**src/rtl/bf16_addsub_pkg.sv**
```systemverilog
package bf16_addsub_pkg;

  localparam int DEF_EXP_W = 8;
  localparam int DEF_MAN_W = 7;

  // Which source feeds the result register
  typedef enum logic [1:0] {
    PICK_NONE = 2'd0,
    PICK_A    = 2'd1,
    PICK_B    = 2'd2,
    PICK_NAN  = 2'd3
  } pick_e;

endpackage

```
**src/rtl/bf16_special.sv**
```systemverilog
module bf16_special
  import bf16_addsub_pkg::*;
#(
  parameter int EXP_W = DEF_EXP_W,
  parameter int MAN_W = DEF_MAN_W,
  localparam int W    = 1 + EXP_W + MAN_W
) (
  input  logic [W-1:0] a_word,
  input  logic [W-1:0] b_word,
  output pick_e        pick
);

  logic a_top, b_top, a_frac_nz, b_frac_nz, a_zero, b_zero;

  assign a_top     = &a_word[W-2:MAN_W];
  assign b_top     = &b_word[W-2:MAN_W];
  assign a_frac_nz = |a_word[MAN_W-1:0];
  assign b_frac_nz = |b_word[MAN_W-1:0];
  assign a_zero    = ~|a_word[W-2:0];
  assign b_zero    = ~|b_word[W-2:0];

  // Priority: A all-ones exponent, then B all-ones exponent, then zeros
  always_comb begin
    pick = PICK_NONE;
    if (a_top) begin
      if (a_frac_nz) begin
        pick = PICK_A;
      end else if (b_top) begin
        if (b_frac_nz || (a_word[W-1] == b_word[W-1])) pick = PICK_B;
        else                                           pick = PICK_NAN;
      end else begin
        pick = PICK_A;
      end
    end else if (b_top) begin
      pick = PICK_B;
    end else if (a_zero) begin
      pick = PICK_B;
    end else if (b_zero) begin
      pick = PICK_A;
    end
  end

endmodule

```
**src/rtl/bf16_align.sv**
```systemverilog
module bf16_align
  import bf16_addsub_pkg::*;
#(
  parameter int EXP_W  = DEF_EXP_W,
  parameter int MAN_W  = DEF_MAN_W,
  localparam int W     = 1 + EXP_W + MAN_W,
  localparam int SIG_W = MAN_W + 1,
  localparam int DW    = EXP_W + 1
) (
  input  logic [W-1:0]     a_word,
  input  logic [W-1:0]     b_word,
  output logic [EXP_W-1:0] big_exp,
  output logic [SIG_W-1:0] sig_a,
  output logic [SIG_W-1:0] sig_b,
  output pick_e            gap_pick
);

  localparam logic [DW-1:0] GAP_MAX = DW'(SIG_W);

  logic [EXP_W-1:0] ea, eb;
  logic [SIG_W-1:0] ha, hb;
  logic [DW-1:0]    ab_gap, ba_gap;

  assign ea     = a_word[W-2:MAN_W];
  assign eb     = b_word[W-2:MAN_W];
  assign ha     = {|ea, a_word[MAN_W-1:0]};
  assign hb     = {|eb, b_word[MAN_W-1:0]};
  assign ab_gap = {1'b0, ea} - {1'b0, eb};
  assign ba_gap = {1'b0, eb} - {1'b0, ea};

  always_comb begin
    big_exp  = ea;
    sig_a    = ha;
    sig_b    = hb;
    gap_pick = PICK_NONE;
    if (ea > eb) begin
      if (ab_gap > GAP_MAX) gap_pick = PICK_A;
      sig_b = hb >> ab_gap;
    end else if (eb > ea) begin
      big_exp = eb;
      if (ba_gap > GAP_MAX) gap_pick = PICK_B;
      sig_a = ha >> ba_gap;
    end
  end

endmodule

```
**src/rtl/bf16_magnitude.sv**
```systemverilog
module bf16_magnitude
  import bf16_addsub_pkg::*;
#(
  parameter int EXP_W  = DEF_EXP_W,
  parameter int MAN_W  = DEF_MAN_W,
  localparam int W     = 1 + EXP_W + MAN_W,
  localparam int SIG_W = MAN_W + 1,
  localparam int EW    = EXP_W + 2,
  localparam int LZ_W  = $clog2(SIG_W + 1)
) (
  input  logic             sign_a,
  input  logic             sign_b,
  input  logic [EXP_W-1:0] big_exp,
  input  logic [SIG_W-1:0] sig_a,
  input  logic [SIG_W-1:0] sig_b,
  output logic [W-1:0]     mag_word
);

  localparam logic [EXP_W-1:0] EXP_ALL = '1;
  localparam logic signed [EW-1:0] EXP_LIM = $signed({2'b00, EXP_ALL});
  localparam logic signed [EW-1:0] ONE_S   = $signed(EW'(1));
  localparam logic signed [EW-1:0] ZERO_S  = $signed(EW'(0));

  logic [SIG_W:0]          sum;
  logic [SIG_W-1:0]        dif, nm;
  logic                    a_ge_b, sgn;
  logic [LZ_W-1:0]         lz;
  logic signed [EW-1:0]    exp_w, e;

  assign sum    = {1'b0, sig_a} + {1'b0, sig_b};
  assign a_ge_b = (sig_a >= sig_b);
  assign dif    = a_ge_b ? (sig_a - sig_b) : (sig_b - sig_a);
  assign exp_w  = $signed({2'b00, big_exp});

  // Leading-zero count of the difference; highest set bit wins
  always_comb begin
    lz = LZ_W'(SIG_W);
    for (int i = 0; i < SIG_W; i++) begin
      if (dif[i]) lz = LZ_W'(SIG_W - 1 - i);
    end
  end

  always_comb begin
    mag_word = '0;
    sgn      = sign_a;
    nm       = '0;
    e        = exp_w;
    if (sign_a == sign_b) begin
      nm = sum[SIG_W-1:0];
      if (sum[SIG_W]) begin
        nm = sum[SIG_W:1];
        e  = exp_w + ONE_S;
      end
      if (e >= EXP_LIM) mag_word = {sgn, EXP_ALL, {MAN_W{1'b0}}};
      else              mag_word = {sgn, e[EXP_W-1:0], nm[MAN_W-1:0]};
    end else begin
      sgn = a_ge_b ? sign_a : sign_b;
      e   = exp_w - $signed({{(EW-LZ_W){1'b0}}, lz});
      nm  = dif << lz;
      if (dif == '0)                       mag_word = '0;
      else if ((lz != '0) && (e <= ZERO_S)) mag_word = '0;
      else                                 mag_word = {sgn, e[EXP_W-1:0], nm[MAN_W-1:0]};
    end
  end

endmodule

```
**src/rtl/bf16_addsub.sv**
```systemverilog
module bf16_addsub
  import bf16_addsub_pkg::*;
#(
  parameter int EXP_W  = DEF_EXP_W,
  parameter int MAN_W  = DEF_MAN_W,
  localparam int W     = 1 + EXP_W + MAN_W,
  localparam int SIG_W = MAN_W + 1
) (
  input  logic         clk,
  input  logic         rst_n,
  input  logic         in_valid,
  input  logic         sub_mode,
  input  logic [W-1:0] op_a,
  input  logic [W-1:0] op_b,
  output logic         out_valid,
  output logic [W-1:0] result
);

  localparam logic [W-1:0] NAN_WORD =
    {1'b0, {EXP_W{1'b1}}, 1'b1, {(MAN_W-1){1'b0}}};

  logic [W-1:0]     b_eff, mag_word, comb_word, res_d, res_q;
  logic [EXP_W-1:0] big_exp;
  logic [SIG_W-1:0] sig_a, sig_b;
  pick_e            spec_pick, gap_pick;
  logic             vld_d, vld_q;

  assign b_eff = {op_b[W-1] ^ sub_mode, op_b[W-2:0]};

  bf16_special #(.EXP_W(EXP_W), .MAN_W(MAN_W)) u_special (
    .a_word (op_a),
    .b_word (b_eff),
    .pick   (spec_pick)
  );

  bf16_align #(.EXP_W(EXP_W), .MAN_W(MAN_W)) u_align (
    .a_word   (op_a),
    .b_word   (b_eff),
    .big_exp  (big_exp),
    .sig_a    (sig_a),
    .sig_b    (sig_b),
    .gap_pick (gap_pick)
  );

  bf16_magnitude #(.EXP_W(EXP_W), .MAN_W(MAN_W)) u_magnitude (
    .sign_a   (op_a[W-1]),
    .sign_b   (b_eff[W-1]),
    .big_exp  (big_exp),
    .sig_a    (sig_a),
    .sig_b    (sig_b),
    .mag_word (mag_word)
  );

  // Result select: special screen first, then gap shortcut, then arithmetic
  always_comb begin
    unique case (spec_pick)
      PICK_A:   comb_word = op_a;
      PICK_B:   comb_word = b_eff;
      PICK_NAN: comb_word = NAN_WORD;
      default: begin
        unique case (gap_pick)
          PICK_A:  comb_word = op_a;
          PICK_B:  comb_word = b_eff;
          default: comb_word = mag_word;
        endcase
      end
    endcase
  end

  // Next state with explicit load enable
  always_comb begin
    vld_d = in_valid;
    res_d = in_valid ? comb_word : res_q;
  end

  always_ff @(posedge clk or negedge rst_n) begin
    if (!rst_n) begin
      vld_q <= 1'b0;
      res_q <= '0;
    end else begin
      vld_q <= vld_d;
      res_q <= res_d;
    end
  end

  assign out_valid = vld_q;
  assign result    = res_q;

endmodule

```
**config.mk**
```make
export PLATFORM = sky130hd
export DESIGN_NAME = bf16_addsub
export DESIGN_NICKNAME = d
export VERILOG_FILES = /design/src/rtl/bf16_addsub_pkg.sv /design/src/rtl/bf16_special.sv /design/src/rtl/bf16_align.sv /design/src/rtl/bf16_magnitude.sv /design/src/rtl/bf16_addsub.sv
export SDC_FILE = /design/constraint.sdc
export NUM_CORES = 1
export LEC_CHECK = 0
export CORE_ASPECT_RATIO = 0.9
export CORE_MARGIN = 2
export CORE_UTILIZATION = 35
export CTS_CLUSTER_DIAMETER = 150
export DETAILED_ROUTE_END_ITERATION = 6
export GPL_TIMING_DRIVEN = 0
export PLACE_DENSITY_LB_ADDON = 0.12
export SLEW_MARGIN = 20
export SYNTH_ARGS = -nofsm -noshare
export SYNTH_HDL_FRONTEND = slang
export SYNTH_SLANG_ARGS = --single-unit
```
**constraint.sdc**
```tcl
create_clock -name clk -period 1.6 [get_ports clk]
set_clock_uncertainty 0.15 [all_clocks]
set_input_delay 0.32 -clock clk [delete_from_list [all_inputs] [get_ports clk]]
set_output_delay 0.32 -clock clk [all_outputs]
set_load 0.01 [all_outputs]
```
**Word-level counts from Yosys, hierarchy flattened**

Index checks and enable logic that the tools add are counted.

- Output and inout port bits: 17
- Logic and storage cells: 73
- Register bits: 17
- Input bits: 36

- Add/subtract/negate cells: 7
- Muxes and demuxes: 35
- Bitwise operators: 1
- Reductions and logical operators: 12
- $lt $le $gt $ge: 7
- Shift-type cells: 3
- Eq/ne operators: 6

Operator list:

| operator | number |
|---|---|
| 2-to-1 mux 16 bit | 3 |
| 2-to-1 mux 8 bit | 6 |
| one-hot mux 16 bit (3 select lines) | 1 |
| 2-to-1 mux 4 bit | 8 |
| one-hot mux 16 bit (2 select lines) | 1 |
| OR reduction 15 bit | 2 |
| 2-to-1 mux 10 bit | 2 |
| > comparator 9 x 4 -> 1 bit (second input constant) | 2 |
| right shift 8 x 9 -> 8 bit | 2 |
| subtractor 8 x 8 -> 9 bit | 2 |
| > comparator 8 bit | 2 |
| 2-to-1 mux 2 bit | 8 |
| AND reduction 8 bit | 2 |
| OR reduction 8 bit | 2 |
| subtractor 8 bit | 2 |
| 2-to-1 mux 15 bit | 1 |
| OR reduction 7 bit | 2 |
| greater-or-equal comparator 10 x 9 -> 1 bit (second input constant) | 1 |
| less-or-equal comparator 10 x 1 -> 1 bit (second input constant) | 1 |
| adder 8 x 1 -> 9 bit (second input constant) | 1 |
| adder 8 x 8 -> 9 bit | 1 |
| subtractor 8 x 4 -> 9 bit | 1 |
| greater-or-equal comparator 8 bit | 1 |
| logical NOT 8 bit | 1 |
| other kinds (10) | 16 |

**Depth between registers and ports, before layout**

Gate-level depths: netlist of the first run.

- Depth in word-level cells: 22
- Mapped depth: 37
- Depth with buffers taken out: 35

**By module**

From an unflattened synthesis of the first run, not the netlist that was laid out.

- Cells, all modules: 767
- Area, all modules: 5474.0 µm²

Modules (own cells, without submodules):

| module | area each (µm²) | cells an instance | instances | sequential area each (µm²) |
|---|---|---|---|---|
| bf16_magnitude | 2392.3 | 343 | 1 | 0.0 |
| bf16_align | 1699.1 | 252 | 1 | 0.0 |
| bf16_addsub | 1224.9 | 147 | 1 | 425.4 |
| bf16_special | 157.7 | 25 | 1 | 0.0 |

**Worst setup path before layout of the first run**

No wires, ideal clock.

- Kind: input -> register
- Start: input op_a[13]
- End: register res_q[14], in the netlist result[14]
- Stages: 34
- Setup time: 0.123 ns
- Path buffers: 2
- Slack: -6.387 ns
- Required time: 1.327 ns
- Arrival: 7.714 ns
- Cells stage by stage: clkbuf_1 -> clkinv_1 -> ha_1 -> a21o_1 -> a21oi_1 -> o311ai_2 -> nor2_1 -> o21ai_0 -> nor3_1 -> o21ai_0 -> o21ai_0 -> inv_1 -> ha_1 -> nor2b_1 -> o31a_1 -> or3_1 -> a211oi_1 -> or2_1 -> buf_2 -> a211o_1 -> a21boi_1 -> a21oi_1 -> ha_1 -> fa_1 -> nand3b_1 -> a21oi_1 -> o311ai_0 -> o311a_1 -> or3_1 -> a221oi_1 -> o22ai_2 -> nand2_1 -> a2111oi_0 -> o221a_1

- Word-level cells in the longest chain between the ends: 22
- Elaborated cells on any way between the ends: 56
- Classes of those cells: add/sub: 7; order compare: 7; eq/ne: 5; shift: 2; mux: 29; reduce/logical: 6

RTL lines:

| what | RTL line | source |
|---|---|---|
| start: declaration | bf16_addsub.sv:13 | `input logic [W-1:0] op_a,` |
| subtractor 8 x 8 -> 9 bit / OR reduction 8 bit (equally long branches) | bf16_align.sv:29, bf16_align.sv:26 |  |
| right shift 8 x 9 -> 8 bit | bf16_align.sv:42 | `sig_a = ha >> ba_gap;` |
| 2-to-1 mux 8 bit | bf16_align.sv:39 | `end else if (eb > ea) begin` |
| 2-to-1 mux 8 bit | bf16_align.sv:36 | `if (ea > eb) begin` |
| subtractor 8 bit / greater-or-equal comparator 8 bit (equally long branches) | bf16_magnitude.sv:32, bf16_magnitude.sv:31 |  |
| 2-to-1 mux 8 bit | bf16_magnitude.sv:32 | `assign dif = a_ge_b ? (sig_a - sig_b) : (sig_b - sig_a);` |
| 2-to-1 mux 4 bit (8 in a row) | bf16_magnitude.sv:39 | `if (dif[i]) lz = LZ_W'(SIG_W - 1 - i);` |
| subtractor 8 x 4 -> 9 bit | bf16_magnitude.sv:58 | `e = exp_w - $signed({{(EW-LZ_W){1'b0}}, lz});` |
| less-or-equal comparator 10 x 1 -> 1 bit | bf16_magnitude.sv:61 | `else if ((lz != '0) && (e <= ZERO_S)) mag_word = '0;` |
| logical AND 1 bit | bf16_magnitude.sv:61 |  |
| 2-to-1 mux 16 bit | bf16_magnitude.sv:61 |  |
| 2-to-1 mux 16 bit | bf16_magnitude.sv:60 | `if (dif == '0) mag_word = '0;` |
| 2-to-1 mux 16 bit | bf16_magnitude.sv:48 | `if (sign_a == sign_b) begin` |
| one-hot mux 16 bit (2 select lines) | bf16_addsub.sv:61 | `unique case (gap_pick)` |
| one-hot mux 16 bit (3 select lines) * | bf16_addsub.sv:56 | `unique case (spec_pick)` |
| end signal: assignment | bf16_addsub.sv:82 | `res_q <= res_d;` |
| end: declaration | bf16_addsub.sv:22 | `logic [W-1:0] b_eff, mag_word, comb_word, res_d, res_q;` |

Mark *: on every way between the ends. The rest lies on a longest branch, timed or not. The select of a mux whose other input is x is not followed.
A chain may end at the register's enable or synchronous reset.

**Worst setup path in the final report of the first run**

- Start: input op_a[11]
- End: register res_q[5], in the netlist result[5]

The elaborated chain is that of the path after synthesis.

==> flow_metrics.py, run 1 <==
metrics = {
    "status": {
        "run_status": "complete, but fails checks",
        "violated_checks": "setup timing",
    },
    "power": {
        "fin_total_pwr_mw": 8.44,
        "vdd_ir_drop_max_v": 0.000760,
        "power_density_nw_per_um2": 960,
        "static-leakage-power_nw": 3.54,
    },
    "timing": {
        "fin_crit_ns": 7.21,
        "max_clock_freq_ghz": 0.139,
        "slew_viol_final": 0,
        "whs_ns": 0.343,
        "tightest_slew_ns": 0.760,
        "timing.final.crit_share_pct": 451,
        "final_critical_path_setup_slack_ns": -5.61,
        "unrepaired_setup_endpoints_after_global_routing": "true",
        "slew-limit-headroom_pct": 48.8,
        "timing.final.setup_violations": 16,
        "final-hold-violation-count": 0,
        "fin_tns_setup_ns": -87.05,
    },
    "floorplanning": {
        "num_rows": 44,
        "floorplan.die.width_microns": 138,
        "die_y_microns": 125,
        "die-area_sq_um": 17300,
        "initial_core_util_pct": 35.5,
        "io_pins": 53,
        "core-area_sq_um": 16000,
    },
    "clock_tree": {
        "cts_tree": "built",
        "cts_num_sinks": 17,
        "worst_setup_hold_path_clk_slew_ns": 0.05,
        "clock_insertion_delay_worst_skew_ns": 0.24,
        "cts-hold-fix-buffers": 0,
        "tritoncts_buffer_count": 3,
        "clockRootBuffer": "clkbuf_16",
        "htreeDepth": 1,
        "max-clock-path-buffers": 2,
    },
    "global_routing": {
        "antenna_violations_before_repair": 0,
        "global_route.usage.total_pct": 27.4,
        "maximum_number_of_pins_on_one_net_before_global_route_repair": 18,
        "first_pass_grt_wire_length_mm": 38.8,
        "first_global_vias": 7068,
        "grt_overflow_total": 0,
    },
    "worst_setup_path": {
        "critPathArrivalTime_ns": 7.19,
        "worst_r2r_path_depth": 4,
        "start_kind": "input port",
        "critical_path_class": "input port to flip-flop",
        "cell_with_the_largest_stage_delay_on_the_worst_path": "o41a_4",
        "critical_path_peak_fanout": 5,
        "cp.required_ns": 1.58,
        "timing.rr.start": "result[3]",
        "rr_endpoint": "result[3]",
        "slowest_delay_ns": 0.46,
        "worst_setup_end_kind": "flip-flop",
        "setup.reg_to_reg.worst_slack_ns": 0.21,
    },
    "layout": {
        "area_delta_synth_final_pct": 54.7,
        "filler_cell_count": 1534,
        "register_area_sq_um": 425,
        "drive_gt1_share_pct": 35.8,
        "n_antenna_cell": 0,
        "area_of_the_multi_input_gates_sq_um": 5970,
        "num-nets-final": 1074,
    },
    "detailed_routing": {
        "detail_route.wirelength_mm": 24.6,
        "vias_per_cell": 6.13,
        "remaining_drc_errors": 0,
        "first_pass_iters": 5,
        "antenna_violating_nets_post_route": 0,
        "drt_iter0_markers": 739,
        "avgRoutedWirePerCell_microns": 20.6,
        "num_vias": 7318,
    },
    "logic_synthesis": {
        "proportion_of_synthesized_flip_flops_having_asynchronous_set_or_reset_pct": 100,
        "synth_nets": 899,
        "yosys.area.top_type_share_pct": 9.91,
        "syn_avg_cell_area_sq_um": 7.00,
        "syn_inst": 812,
        "synthTopCellsByArea": "ha_1 (9.9%), dfrtp_1 (7.5%), a21oi_1 (5.8%)",
        "synth-edff-count": 0,
        "synth_area_sq_um": 5680,
        "seq_area_frac_synth_pct": 7.49,
        "ys_warn_count": 0,
        "top_reg_cell_synth": "dfrtp_1",
        "synth_top_cell_by_area": "ha_1",
        "netlist-cell-type-count": 89,
        "postSynthRegisterBits": 17,
    },
    "worst_hold_path": {
        "hp-class": "input port to async pin",
    },
    "job": {
        "max-cap-violations": 0,
    },
    "place": {
        "io_buffers": 52,
        "detailed_place_hpwl_mm": 17.6,
        "detailedPlace.worstSlack_ns": -7.42,
        "finalWeightedCongestion": 0.906,
    },
}
critical path: cells and delay by family:
family / cells / cell delay, ns
AO/OA/AOI/OAI: 16 / 3.22
XOR/XNOR: 2 / 0.31
adder cells (fa/ha/maj): 5 / 1.34
buffers and inverters: 6 / 0.57
AND/OR/NAND/NOR: 7 / 1.37
cell type report:
cell class / instances / area share, %
well taps: 207 / 2.95
flip-flops and latches: 17 / 4.84
repair buffers: 174 / 16.6
inverters: 57 / 3.02
plain buffers: 35 / 3.84
multi-input cells: 699 / 67.9
clock buffers: 4 / 0.896
worst max-delay path by stage:
stage	slack, ns	depth (start not counted)	endpoint	from
3_3_place_gp	-7.32	33	result[14]	op_a[8]
4_1_cts	-5.57	36	result[10]	op_a[11]
5_1_grt	-5.88	36	result[5]	op_a[11]
2_1_floorplan	-5.27	34	result[14]	op_a[11]
6_report	-5.61	36	result[5]	op_a[11]
3_5_place_dp	-7.42	33	result[14]	op_a[8]
timing repair:
item / CTS / global route
buffers inserted: 103 / 31
gates cloned: 1 / 0
endpoints found under the hold margin: 0 / 0
pin swaps: 67 / 64
gates resized for setup: 240 / 74
setup endpoints to repair: 29 / 19
state kept, by name, summed over array words and instances (netlist names):
| signal | count |
|---|---|
| result | 16 |
| out_valid | 1 |
Yosys cell counts, types with 6 or more instances:
master / count
a221oi_1: 16
o21bai_1: 6
and2_1: 7
a211oi_1: 12
fa_1: 6
o31ai_1: 9
mux2i_1: 14
a21oi_1: 66
a211o_1: 7
ha_1: 45
buf_2: 12
o22ai_1: 9
or3_1: 14
nand2b_1: 9
nor3_1: 33
nor4_1: 11
nand3_1: 29
and3_1: 7
xnor2_1: 21
nand2_1: 77
o21ai_1: 8
nor2b_1: 18
dfrtp_1: 17
o21a_1: 8
a31oi_1: 11
o21ai_0: 48
inv_1: 53
mux2_2: 6
clkbuf_1: 23
a21o_1: 16
nor2_1: 57
a22o_1: 6
o211ai_1: 12
nand4_1: 6
o31a_1: 7
kinds of logic after synthesis:
kind of cell	share of synthesized area, %
mux	5.24
xor+xnor	4.40
simple gates	25.0
buf+inv	6.74
fa+ha+maj	12.0
flops	7.49
compound gates	39.1
metal layers:
layer | routed length, microns | vias up | share of wire, % | global-route usage [%]
met5 | 0 | - | 0 | 0
met4 | 655 | 0 | 2.7 | 7.14
met3 | 2100 | 57 | 8.5 | 3.23
met2 | 10600 | 365 | 43 | 42.6
met1 | 11200 | 3464 | 46 | 40.1
li1 | - | 3432 | - | -
report_power, final:
part	switching [mW]	total, mW	internal, mW
registers	0.0795	0.636	0.556
clock network	0.149	0.486	0.337
logic	3.97	7.32	3.34
total	4.20	8.44	4.24
per-stage QoR:
step / utilization (%) / instance area (sq um) / cells
3_3_place_gp: 42.9 / 6880 / 1071
4_1_cts: 52.0 / 8340 / 1175
2_1_floorplan: - / 6100 / 812
5_1_grt: 54.9 / 8790 / 1193
6_report: 54.9 / 8790 / 1193
3_5_place_dp: 42.9 / 6880 / 1071
cells in the final DEF (no fill, tap or decap), types with 15 or more instances in the layout:
| cell | count |
|---|---|
| o21ai_0 | 33 |
| buf_4 | 122 |
| dfrtp_1 | 17 |
| nand2_1 | 65 |
| clkdlybuf4s50_1 | 20 |
| nand3_1 | 25 |
| nor3_1 | 30 |
| a21oi_1 | 58 |
| nor2b_1 | 15 |
| nor2_1 | 44 |
| ha_1 | 21 |
| xnor2_1 | 17 |
| ha_4 | 19 |
| inv_1 | 37 |
| a21o_1 | 15 |
Power figures use the tool's default switching activity.
==> inputs of run 2 (changes only) <==
--- a/config.mk
+++ b/config.mk
@@ -10,7 +10,6 @@
 export CORE_UTILIZATION = 35
 export CTS_CLUSTER_DIAMETER = 150
 export DETAILED_ROUTE_END_ITERATION = 6
-export GPL_TIMING_DRIVEN = 0
 export PLACE_DENSITY_LB_ADDON = 0.12
 export SLEW_MARGIN = 20
 export SYNTH_ARGS = -nofsm -noshare
==> flow_metrics.py, run 2 (synthesized netlist as in run 1, its figures left out) <==
metrics = {
    "layout": {
        "area_delta_synth_final_pct": 83.3,
        "final_cells": 1426,
        "num-nets-final": 1307,
        "mostFrequentLayoutCells": "buf_4 (374), nand2_1 (67), a21oi_1 (56)",
        "final_core_area_utilization_pct": 65.0,
        "largest_register_ffs": 16,
        "drive_gt1_share_pct": 47.9,
        "n_antenna_cell": 0,
        "commonest_non_fill_non_tap_cell_in_the_layout": "buf_4",
    },
    "detailed_routing": {
        "antenna_violating_nets_post_route": 0,
        "first_pass_iters": 5,
        "detail_route.wirelength_mm": 27.8,
        "vias_per_cell": 5.78,
        "num_vias": 8248,
        "remaining_drc_errors": 0,
        "avgRoutedWirePerCell_microns": 19.5,
        "drt_iter0_markers": 648,
    },
    "worst_setup_path": {
        "critPathArrivalTime_ns": 7.10,
        "worst_r2r_path_depth": 4,
        "setup.reg_to_reg.worst_slack_ns": 0.13,
        "start_kind": "input port",
        "critical_path_peak_fanout": 9,
        "cpLargestDelayFamily": "compound AO/OA/AOI/OAI gates",
        "timing.rr.start": "result[3]",
        "number_of_buffers_and_inverters_on_the_critical_path": 9,
        "critical_path_class": "input port to flip-flop",
        "cp.required_ns": 1.58,
        "cell_with_the_largest_stage_delay_on_the_worst_path": "nor4_4",
        "critical-path-top-cell-by-count": "buf_4",
        "rr_endpoint": "result[3]",
        "worst_setup_end_kind": "flip-flop",
        "slowest_delay_ns": 0.34,
    },
    "worst_hold_path": {
        "hp-class": "input port to async pin",
    },
    "global_routing": {
        "gr-usage-met3_pct": 2.38,
        "antenna_violations_before_repair": 0,
        "global_routing_usage_on_met1_pct": 44.5,
        "global_route.usage.total_pct": 30.7,
        "grt_overflow_total": 0,
        "first_pass_grt_wire_length_mm": 43.2,
        "maximum_number_of_pins_on_one_net_before_global_route_repair": 19,
        "busiest_layer": "met2",
        "grt_use_met2_pct": 50.2,
        "first_global_vias": 8020,
    },
    "clock_tree": {
        "cts_num_sinks": 17,
        "cts_tree": "built",
        "clock_insertion_delay_worst_skew_ns": 0.25,
        "tritoncts_buffer_count": 3,
        "max-clock-path-buffers": 2,
        "worst_setup_hold_path_clk_slew_ns": 0.05,
        "clockRootBuffer": "clkbuf_16",
        "htreeDepth": 1,
    },
    "timing": {
        "final_critical_path_setup_slack_ns": -5.52,
        "timing.final.crit_share_pct": 445,
        "slew_viol_final": 0,
        "fin_crit_ns": 7.12,
        "unrepaired_setup_endpoints_after_global_routing": "true",
        "final-hold-violation-count": 0,
        "tightest_slew_ns": 0.574,
        "max_clock_freq_ghz": 0.141,
        "slew-limit-headroom_pct": 61.4,
        "timing.final.setup_violations": 16,
    },
    "place": {
        "detailed_place_hpwl_mm": 22.5,
        "finalWeightedCongestion": 0.955,
        "io_buffers": 52,
        "number_of_placed_instances_with_taps_included": 1366,
    },
    "floorplanning": {
        "floorplan.die.width_microns": 138,
        "num_rows": 44,
        "initial_core_util_pct": 35.5,
        "core-area_sq_um": 16000,
        "io_pins": 53,
        "die-area_sq_um": 17300,
        "die_y_microns": 125,
    },
    "job": {
        "max-cap-violations": 0,
    },
    "status": {
        "violated_checks": "setup timing",
        "run_status": "complete, but fails checks",
    },
    "power": {
        "power_density_nw_per_um2": 930,
        "static-leakage-power_nw": 4.64,
        "vdd_ir_drop_max_v": 0.000809,
    },
}
[run 2: cell types whose count changed in the layout (fill, tap and decap cells not counted), sizes merged]
cell,delta
inv,+4
clkbuf,-21
buf,+250
dlymetal6s2s,-2
dlygate4sd2,+5
clkinvlp,-3
[run 2: power by group]
part	internal (mW)	leakage (nW)	total [mW]	switching [mW]
clock network	0.335	0.0409	0.512	0.177
logic	4.28	4.40	8.55	4.26
registers	0.555	0.202	0.632	0.0768
total	5.17	4.64	9.69	4.52
[run 2: worst max path at each step]
stage / start / endpoint / slack, ns / cells after the start
floorplan: op_a[11] / result[14] / -5.27 / 34
global placement: op_a[7] / result[14] / -6.33 / 37
detailed placement: op_a[7] / result[14] / -6.48 / 37
CTS: op_b[7] / result[13] / -5.57 / 37
global route: op_b[13] / result[14] / -5.75 / 36
finish: op_b[13] / result[14] / -5.52 / 36
[run 2: worst register-to-register path: stages, from the launching register on]
cell and delay (ns):
dfrtp_1 0.40, a21oi_1 0.31, a21oi_1 0.08, a2bb2oi_1 0.29, o31ai_2 0.11
[run 2: through the flow]
| step | setup slack, ns | power, mW | setup TNS, ns | hold WS (ns) | instance area, sq um |
|---|---|---|---|---|---|
| 6_report | -5.52 | 9.69 | -85.57 | 0.248 | 10400 |
| 5_1_grt | -5.75 | 10.3 | -89.46 | 0.294 | 10400 |
| 4_1_cts | -5.57 | 9.11 | -85.99 | 0.260 | 9990 |
| 3_5_place_dp | -6.48 | 7.89 | -100.84 | 0.364 | 9130 |
| 3_3_place_gp | -6.33 | 7.83 | -98.64 | 0.347 | 9130 |
| 2_1_floorplan | -5.27 | 4.43 | -81.09 | -0.126 | 6100 |
[run 2: final cells by class]
cell class,count,area (sq um)
Clock buffer,3,75.1
Inverter,57,231
Multi-Input combinational cell,699,5950
Clock inverter,1,5.00
Timing Repair Buffer,442,3470
Tap cell,207,259
Fill cell,1402,5600
Sequential cell,17,425
[run 2: timing repair]
item / in CTS / in global routing
pin swaps: 87 / 63
hold buffers: 0 / 0
resized for setup: 184 / 55
endpoints found under the setup margin: 31 / 17
buffers inserted: 38 / 20
[run 2: metal layers]
layer	vias up	routed length [microns]
met1	3927	12900
met5	-	0
met4	0	548
met2	381	12300
li1	3893	-
met3	47	1970
